File: src/rtl/lac_pkg.sv
package lac_pkg;
   typedef enum logic [2:0] {
      CO_NOP   = 3'd0,
      CO_CLR   = 3'd1,
      CO_INC   = 3'd2,
      CO_INCBR = 3'd3,
      CO_BCS   = 3'd4,
      CO_JMP   = 3'd5,
      CO_END   = 3'd6,
      CO_RSV   = 3'd7
   } ctl_op_e;

   localparam logic [1:0] ISEL_ZERO = 2'd0;
   localparam logic [1:0] ISEL_IX1  = 2'd1;
   localparam logic [1:0] ISEL_IX2  = 2'd2;
   localparam logic [1:0] ISEL_BOTH = 2'd3;
endpackage

File: src/rtl/lac_ixbank.sv
module lac_ixbank
   import lac_pkg::*;
#(
   parameter int IX_W = 6
) (
   input  logic            clk,
   input  logic            rst_n,
   input  logic            exec,
   input  ctl_op_e         op,
   input  logic            reg_sel,
   input  logic            bound_we,
   input  logic [IX_W-1:0] bound_val,
   output logic [IX_W-1:0] ix1,
   output logic [IX_W-1:0] ix2,
   output logic            loop_more
);
   localparam int N_IX = 2;

   if (IX_W < 1) begin : g_bad_w
      $error("lac_ixbank: IX_W must be at least 1");
   end

   logic [IX_W-1:0] bound_q;
   logic [IX_W-1:0] named;

   for (genvar g = 0; g < N_IX; g++) begin : g_ix
      logic [IX_W-1:0] q;
      logic            hit;
      assign hit = (reg_sel == 1'(g));
      always_ff @(posedge clk) begin
         if (!rst_n) begin
            q <= '0;
         end else if (exec && hit) begin
            case (op)
               CO_CLR:           q <= '0;
               CO_INC, CO_INCBR: q <= q + 1'b1;
               default:          q <= q;
            endcase
         end
      end
   end

   assign ix1 = g_ix[0].q;
   assign ix2 = g_ix[1].q;

   always_ff @(posedge clk) begin
      if (!rst_n)        bound_q <= '0;
      else if (bound_we) bound_q <= bound_val;
   end

   assign named     = reg_sel ? ix2 : ix1;
   assign loop_more = (named != bound_q);


   clr_zero_chk: assert property (@(posedge clk) disable iff (!rst_n)
      (exec && op == CO_CLR && !reg_sel) |=> (ix1 == '0));


   incbr_step_chk: assert property (@(posedge clk) disable iff (!rst_n)
      (exec && op == CO_INCBR && !reg_sel) |=> (ix1 == IX_W'($past(ix1) + 1'b1)));


   idle_ix_chk: assert property (@(posedge clk) disable iff (!rst_n)
      (!exec) |=> ($stable(ix1) && $stable(ix2)));
endmodule

File: src/rtl/lac_pcseq.sv
module lac_pcseq
   import lac_pkg::*;
#(
   parameter int PC_W = 8
) (
   input  logic            clk,
   input  logic            rst_n,
   input  logic            step_en,
   input  ctl_op_e         op,
   input  logic [PC_W-1:0] target,
   input  logic            alu_carry,
   input  logic            loop_more,
   output logic [PC_W-1:0] pc,
   output logic            halted,
   output logic            exec
);
   if (PC_W < 2) begin : g_bad_w
      $error("lac_pcseq: PC_W must be at least 2");
   end

   logic            take;
   logic [PC_W-1:0] pc_nxt;

   assign exec = step_en && !halted;

   always_comb begin
      case (op)
         CO_JMP:   take = 1'b1;
         CO_BCS:   take = alu_carry;
         CO_INCBR: take = loop_more;
         default:  take = 1'b0;
      endcase
   end

   always_comb begin
      if (op == CO_END) pc_nxt = pc;
      else if (take)    pc_nxt = target;
      else              pc_nxt = pc + 1'b1;
   end

   always_ff @(posedge clk) begin
      if (!rst_n) begin
         pc     <= '0;
         halted <= 1'b0;
      end else if (exec) begin
         pc <= pc_nxt;
         if (op == CO_END) halted <= 1'b1;
      end
   end


   halt_hold_chk: assert property (@(posedge clk) disable iff (!rst_n)
      halted |=> (halted && $stable(pc)));


   fall_through_chk: assert property (@(posedge clk) disable iff (!rst_n)
      (exec && op == CO_NOP) |=> (pc == PC_W'($past(pc) + 1'b1)));


   jmp_target_chk: assert property (@(posedge clk) disable iff (!rst_n)
      (exec && op == CO_JMP) |=> (pc == $past(target)));


   idle_pc_chk: assert property (@(posedge clk) disable iff (!rst_n)
      (!step_en) |=> $stable(pc));
endmodule

File: src/rtl/lac_opnd_agen.sv
module lac_opnd_agen
   import lac_pkg::*;
#(
   parameter int N_OPND  = 4,
   parameter int DADDR_W = 8,
   parameter int IX_W    = 6
) (
   input  logic                        clk,
   input  logic                        rst_n,
   input  logic [N_OPND*DADDR_W-1:0]   base,
   input  logic [N_OPND*2-1:0]         isel,
   input  logic [IX_W-1:0]             ix1,
   input  logic [IX_W-1:0]             ix2,
   output logic [N_OPND*DADDR_W-1:0]   addr
);
   if (IX_W > DADDR_W) begin : g_bad_w
      $error("lac_opnd_agen: IX_W must not exceed DADDR_W");
   end
   if (N_OPND < 1) begin : g_bad_n
      $error("lac_opnd_agen: N_OPND must be at least 1");
   end

   logic [DADDR_W-1:0] ix1_x;
   logic [DADDR_W-1:0] ix2_x;
   logic [DADDR_W-1:0] pair_x;

   assign ix1_x  = DADDR_W'(ix1);
   assign ix2_x  = DADDR_W'(ix2);
   assign pair_x = ix1_x + ix2_x;

   for (genvar k = 0; k < N_OPND; k++) begin : g_op
      logic [DADDR_W-1:0] b;
      logic [1:0]         s;
      logic [DADDR_W-1:0] offs;
      assign b = base[k*DADDR_W +: DADDR_W];
      assign s = isel[k*2 +: 2];
      always_comb begin
         case (s)
            ISEL_IX1:  offs = ix1_x;
            ISEL_IX2:  offs = ix2_x;
            ISEL_BOTH: offs = pair_x;
            default:   offs = '0;
         endcase
      end
      assign addr[k*DADDR_W +: DADDR_W] = b + offs;


      abs_addr_chk: assert property (@(posedge clk) disable iff (!rst_n)
         (s == ISEL_ZERO) |-> (addr[k*DADDR_W +: DADDR_W] == b));
   end
endmodule

File: src/rtl/lac_top.sv
module lac_top
   import lac_pkg::*;
#(
   parameter int PC_W    = 8,
   parameter int DADDR_W = 8,
   parameter int IX_W    = 6,
   parameter int N_OPND  = 4
) (
   input  logic                      clk,
   input  logic                      rst_n,
   input  logic                      step_en,
   input  logic [2:0]                ctl_op,
   input  logic                      ctl_rsel,
   input  logic [PC_W-1:0]           ctl_target,
   input  logic                      alu_carry,
   input  logic                      bound_we,
   input  logic [IX_W-1:0]           bound_val,
   input  logic [N_OPND*DADDR_W-1:0] opnd_base,
   input  logic [N_OPND*2-1:0]       opnd_isel,
   output logic [PC_W-1:0]           fetch_pc,
   output logic [N_OPND*DADDR_W-1:0] opnd_addr,
   output logic                      halted
);
   ctl_op_e         op;
   logic            exec;
   logic            loop_more;
   logic [IX_W-1:0] ix1;
   logic [IX_W-1:0] ix2;

   assign op = ctl_op_e'(ctl_op);

   lac_ixbank #(.IX_W(IX_W)) u_ix (
      .clk       (clk),
      .rst_n     (rst_n),
      .exec      (exec),
      .op        (op),
      .reg_sel   (ctl_rsel),
      .bound_we  (bound_we),
      .bound_val (bound_val),
      .ix1       (ix1),
      .ix2       (ix2),
      .loop_more (loop_more)
   );

   lac_pcseq #(.PC_W(PC_W)) u_seq (
      .clk       (clk),
      .rst_n     (rst_n),
      .step_en   (step_en),
      .op        (op),
      .target    (ctl_target),
      .alu_carry (alu_carry),
      .loop_more (loop_more),
      .pc        (fetch_pc),
      .halted    (halted),
      .exec      (exec)
   );

   lac_opnd_agen #(.N_OPND(N_OPND), .DADDR_W(DADDR_W), .IX_W(IX_W)) u_agen (
      .clk   (clk),
      .rst_n (rst_n),
      .base  (opnd_base),
      .isel  (opnd_isel),
      .ix1   (ix1),
      .ix2   (ix2),
      .addr  (opnd_addr)
   );


   halt_freeze_chk: assert property (@(posedge clk) disable iff (!rst_n)
      halted |=> ($stable(ix1) && $stable(ix2)));
endmodule

File: config.mk
export PLATFORM = sky130hd
export DESIGN_NAME = lac_top
export DESIGN_NICKNAME = d
export VERILOG_FILES = /design/src/rtl/lac_pkg.sv /design/src/rtl/lac_ixbank.sv /design/src/rtl/lac_pcseq.sv /design/src/rtl/lac_opnd_agen.sv /design/src/rtl/lac_top.sv
export SDC_FILE = /design/constraint.sdc
export NUM_CORES = 1
export LEC_CHECK = 0
export ABC_AREA = 1
export ABC_CLOCK_PERIOD_IN_PS = 7800
export BUFFER_PORTS_ARGS = -buffer_cell sky130_fd_sc_hd__buf_2
export CAP_MARGIN = 40
export CORE_MARGIN = 3
export CORE_UTILIZATION = 45
export DETAILED_ROUTE_END_ITERATION = 7
export GPL_TIMING_DRIVEN = 0
export PLACE_DENSITY = 0.78
export SLEW_MARGIN = 20
export SYNTH_ARGS = -nofsm -noshare
export SYNTH_HDL_FRONTEND = slang
export SYNTH_SLANG_ARGS = --single-unit
File: constraint.sdc
create_clock -name clk -period 7.8 [get_ports clk]
set_clock_uncertainty 0.1 [all_clocks]
set_input_delay 0.39 -clock clk [delete_from_list [all_inputs] [get_ports clk]]
set_output_delay 0.39 -clock clk [all_outputs]
set_load 0.02 [all_outputs]
Yosys cells after proc, flatten, opt, wreduce, memory -nomap -nowiden
Index checks and enable logic that the tools add are counted.
{"block": "classes", "add_sub_neg": 8, "eq_ne": 19, "n_mux": 9, "bitwise": 2, "n_reduce_logical": 10}
{"op": "$pmux W8 S3", "count": 4}
{"op": "$add A8 B8 Y8", "count": 4}
{"op": "$pmux W6 S2", "count": 2}
{"op": "$eq A2 B2 Y1 const B", "count": 8}
{"op": "$add A6 B1 Y6 const B", "count": 2}
{"op": "$eq A3 B3 Y1 const B", "count": 3}
{"op": "$add A8 B1 Y8 const B", "count": 1}
{"op": "$eq A2 B1 Y1 const B", "count": 4}
{"op": "$mux W8", "count": 1}
{"op": "$reduce_and A2 Y1", "count": 4}
{"op": "$add A6 B6 Y7", "count": 1}
{"op": "$eq A3 B2 Y1 const B", "count": 2}
{"op": "$mux W6", "count": 1}
{"op": "$ne A6 B6 Y1", "count": 1}
{"op": "$eq A3 B1 Y1 const B", "count": 1}
{"op": "$logic_and A1 B1 Y1", "count": 3}
{"op": "$pmux W1 S3", "count": 1}
{"op": "$not A1 Y1", "count": 2}
{"op": "$reduce_bool A2 Y1", "count": 1}
{"op": "$reduce_or A2 Y1", "count": 1}
{"op": "$logic_not A1 Y1", "count": 1}
{"block": "totals", "regBits": 27, "input_bits": 63, "output_inout_bits": 41}

Depth between registers and ports, before layout
{"block": "depth", "depth_word": 4, "mapped_depth": 15, "mapped_depth_nobuf": 15}

Hierarchy
A second synthesis with hierarchy kept.
{"block": "hier_totals", "cells_unflattened": 666, "hier_area_um2": 3882.5}
{"mod": "lac_opnd_agen", "instances": 1, "cells_each": 369, "area_per_inst_um2": 2078.2}
{"mod": "lac_ixbank", "instances": 1, "cells_each": 183, "area_per_inst_um2": 1127.3}
{"mod": "lac_pcseq", "instances": 1, "cells_each": 114, "area_per_inst_um2": 676.9}

Worst setup path before layout
OpenSTA, ideal clock, no wires.
{"block": "synth_timing", "path_kind": "flip-flop to output port", "from": "reg u_ix.g_ix[0].q[0], in the netlist u_ix.ix1[0]", "to": "out opnd_addr[31]", "arrival_time_ps": 2700, "setup_slack_ps": 4610, "stages_incl_launch_ff": 15, "path_cell_list": "dfxtp_1 > ha_1 > fa_1 > a21o_1 > a21oi_1 > or2_2 > nand2_1 > a21oi_1 > nor2_1 > ha_1 > nand2_1 > inv_1 > nand4_1 > o211ai_1 > xor2_1"}
{"block": "synth_between", "elab_chain_len": 3}
{"item": "start: declaration", "line_no": "lac_ixbank.sv:27", "source": "logic [IX_W-1:0] q;"}
{"item": "start signal: assignment", "line_no": "lac_ixbank.sv:36", "source": "CO_INC, CO_INCBR: q <= q + 1'b1;"}
{"item": "start signal: assignment", "line_no": "lac_ixbank.sv:37", "source": "default: q <= q;"}
{"item": "$add A6 B6 Y7", "line_no": "lac_opnd_agen.sv:29", "source": "assign pair_x = ix1_x + ix2_x;"}
{"item": "$pmux W8 S3 (*)", "line_no": "lac_opnd_agen.sv:38", "source": "case (s)"}
{"item": "$add A8 B8 Y8 (*)", "line_no": "lac_opnd_agen.sv:45", "source": "assign addr[k*DADDR_W +: DADDR_W] = b + offs;"}
{"item": "end: declaration", "line_no": "lac_top.sv:21", "source": "output logic [N_OPND*DADDR_W-1:0] opnd_addr,"}
Every way passes the cells marked *; elsewhere a longest branch is shown, timed or not.

Final worst setup path
{"block": "layout_timing", "from": "reg u_ix.g_ix[0].q[2], in the netlist u_ix.ix1[2]", "to": "out opnd_addr[30]"}
The elaborated chain is that of the path after synthesis.

==> results.yml <==
timing:
  setup_violations: 0
  rsz0062_at_grt: "false"
  timing.final.crit_share_pct: 50.33
  max_freq_mhz: 254.7
  slew_violations: 0
  finalCriticalPeriod_ps: 3926
  whs_ps: 279.7
  worst_pin_slew_ps: 521.2
  setup-tns-final_ps: 0
  slew-limit-headroom_pct: 64.89
  hold_viol_final: 0
die:
  io_pins: 104
  rows: 30
  die-area_um2: 8378
  die_width_um: 91.53
  placeableCoreArea_um2: 6944
  initial_core_util_pct: 47.41
  die_h_um: 91.53
run_status:
  status: "completed"
worst_setup_path:
  crit_type: "reg -> out"
  critPathSlowestCell: "dfxtp_1"
  start_kind: "flop"
  path_cells: "ha_1, a21oi_1, nand2_1, xnor2_1, o211ai_1, ha_1, nand2_1, o21ai_0, a21oi_1, nor2_1, nor2_1, xnor2_1, buf_2"
  end_kind: "output port"
  crit_required_ps: 7310
  max_stage_delay_ps: 550
  rr_worst_depth: 12
  cp_max_fo: 7
  rrSetupSlack_ps: 6000
  arrival_ps: 3440
clock_tree:
  cts.path.max_buffers: 2
  cts.reportedPaths.clkPinSlew_ps: 90
  clockRootBuffer: "clkbuf_8"
  cts_tree: "built"
  htreeDepth: 1
  cts.hold.buffers_added: 0
  cts_buffers: 3
  clock_latency_ps: 270
  clkSinkCount: 27
  cts.repair.resized: 0
  postCtsSetupRepairBufs: 0
layout:
  nFillCells: 672
  regArea_um2: 540.5
  final_cells: 713
  fin_nets: 723
  syn2layout_area_growth_pct: 20.56
  antennaDiodeCount: 0
  multiInputGateArea_um2: 2420
  drive_gt1_share_pct: 20.10
routing:
  wl_per_cell_um: 12.11
  drtIter0Drc: 184
  antenna_left: 0
  drcViolationCount: 0
  firstDrtPassIters: 5
  via_per_inst: 5.188
  wirelength_mm: 8.633
  vias: 3699
global_routing:
  antenna_found_initial: 0
  grt_pass1_vias: 3357
  grt_usage_pct: 20.04
  grt_pass1_wl_mm: 14.48
  overflow: 0
  grt_start_max_net_pins: 16
pwr:
  p_leak_nw: 2.090
  total_power_w: 0.0003586
  cellPowerDensity_nw_per_um2: 90.36
  ir_worst_vdd_mv: 0.09197
synthesis:
  syn_area_per_cell_um2: 6.442
  ys_warn_count: 0
  ys_types: 33
  synth_edf_count: 0
  syn_nets: 616
  synth_ff_type: "dfxtp_1"
  synth_area_um2: 3292
  ys_seq_elements: 27
  ys_seq_area_share_pct: 16.42
  synthCells: 511
  async_flop_share_pct: 0
flow_run:
  drv_cap: 0
placement:
  place.gp.congestion: 0.8792
  numPortBuffers: 102
  place_inst: 709
  dpl.hpwl_mm: 7.150
worst_hold_path:
  worstHoldPathType: "in -> reg"
  hold_path_depth: 3
-- through the flow --
stage,cell area [µm²],setup WS [ps],utilization (%)
2_1_floorplan,3292,4610,-
3_3_place_gp,3923,4216,56.49
3_5_place_dp,3923,4175,56.49
4_1_cts,3969,3865,57.15
5_1_grt,3969,3606,57.15
6_report,3969,3874,57.15
-- report_power, final --
part | internal [W] | switching (W)
clock network | 0.0000358 | 0.0000445
logic | 0.0000484 | 0.0000794
registers | 0.000144 | 0.00000638
-- worst paths after layout --
path                                   endpoint            start
worst min register to register  u_ix.bound_q[2]  u_ix.bound_q[2]
worst min-delay path               u_seq.halted          step_en
worst max register to register      u_seq.pc[0]      u_ix.ix2[0]
worst max-delay path              opnd_addr[30]      u_ix.ix1[2]
-- cell families after synthesis --
family | count (synthesis) | share of synthesized area (%)
and+or+nand+nor | 222 | 29.15
AOI/OAI and AO/OA | 104 | 18.47
buffers and inverters | 83 | 10.07
adders and majority gates | 42 | 17.10
xor gates and xnor gates | 33 | 8.780
DFF | 27 | 16.42
-- cell type report --
| class | count | share of cell area (%) |
|---|---|---|
| flip-flops and latches | 27 | 13.62 |
| well taps | 96 | 3.026 |
| clock buffers | 3 | 1.040 |
| inverters | 77 | 7.503 |
| repair buffers | 102 | 12.86 |
| clock inverters | 1 | 0.1261 |
| multi-input cells | 401 | 60.97 |
| plain buffers | 6 | 0.8512 |
-- state kept, by name, indices dropped and copies added (netlist names) --
register,flops
u_ix.ix2,6
u_seq.pc,8
u_seq.halted,1
u_ix.bound_q,6
u_ix.ix1,6
-- metal layers --
layer  GRT usage (%)  wire length [µm]  up-vias
li1                -                 -     1899
met1           25.33              3843     1661
met2           36.40              4203      127
met3           1.906               482       12
met4           4.523               104        0
met5               0                 0        -
-- synth_stat cells (2+ instances only) --
master      n  area, µm²
a21o_1      5      37.54
a21oi_1    45      225.2
buf_2       2      10.01
dfxtp_1    27      540.5
fa_1        5      100.1
ha_1       37      462.9
inv_1      75      281.5
nand2_1   117      439.2
nand2_2     2      12.51
nand2_4     4      45.04
nand3_1    31      155.2
nand4_1     5      31.28
nor2_1     47      176.4
nor2_2      4      25.02
nor3_1      6      30.03
nor3b_1     3      22.52
o211ai_1   21      157.7
o21a_1      2      15.01
o21ai_0    21      105.1
o21ai_1     5      25.02
o221ai_1    4      35.03
xnor2_1    12      105.1
xor2_1     21      183.9
-- cells in the final DEF, fill, tap and decap left out, drive strengths merged, types with 3 or more instances in the layout --
cell | netlist | routed
nor3 | 6 | 6
inv | 76 | 76
a21oi | 45 | 45
a21o | 5 | 5
o221ai | 4 | 4
ha | 37 | 37
dfxtp | 27 | 27
fa | 5 | 5
o21ai | 26 | 26
nand3 | 32 | 32
nor3b | 3 | 3
xnor2 | 12 | 12
nand2 | 123 | 123
nand4 | 5 | 5
buf | 4 | 106
xor2 | 21 | 21
o211ai | 21 | 21
nor2 | 51 | 51
clkbuf | 2 | 5
-- critical path: cells and delay by family (launching register included) --
family	cells	cell delay [ps]
compound gates	4	770
fa+ha+maj	2	760
flops	1	550
xor+xnor	2	530
simple gates	4	370
buf+inv	1	180
(Power assumes the default switching activity.)
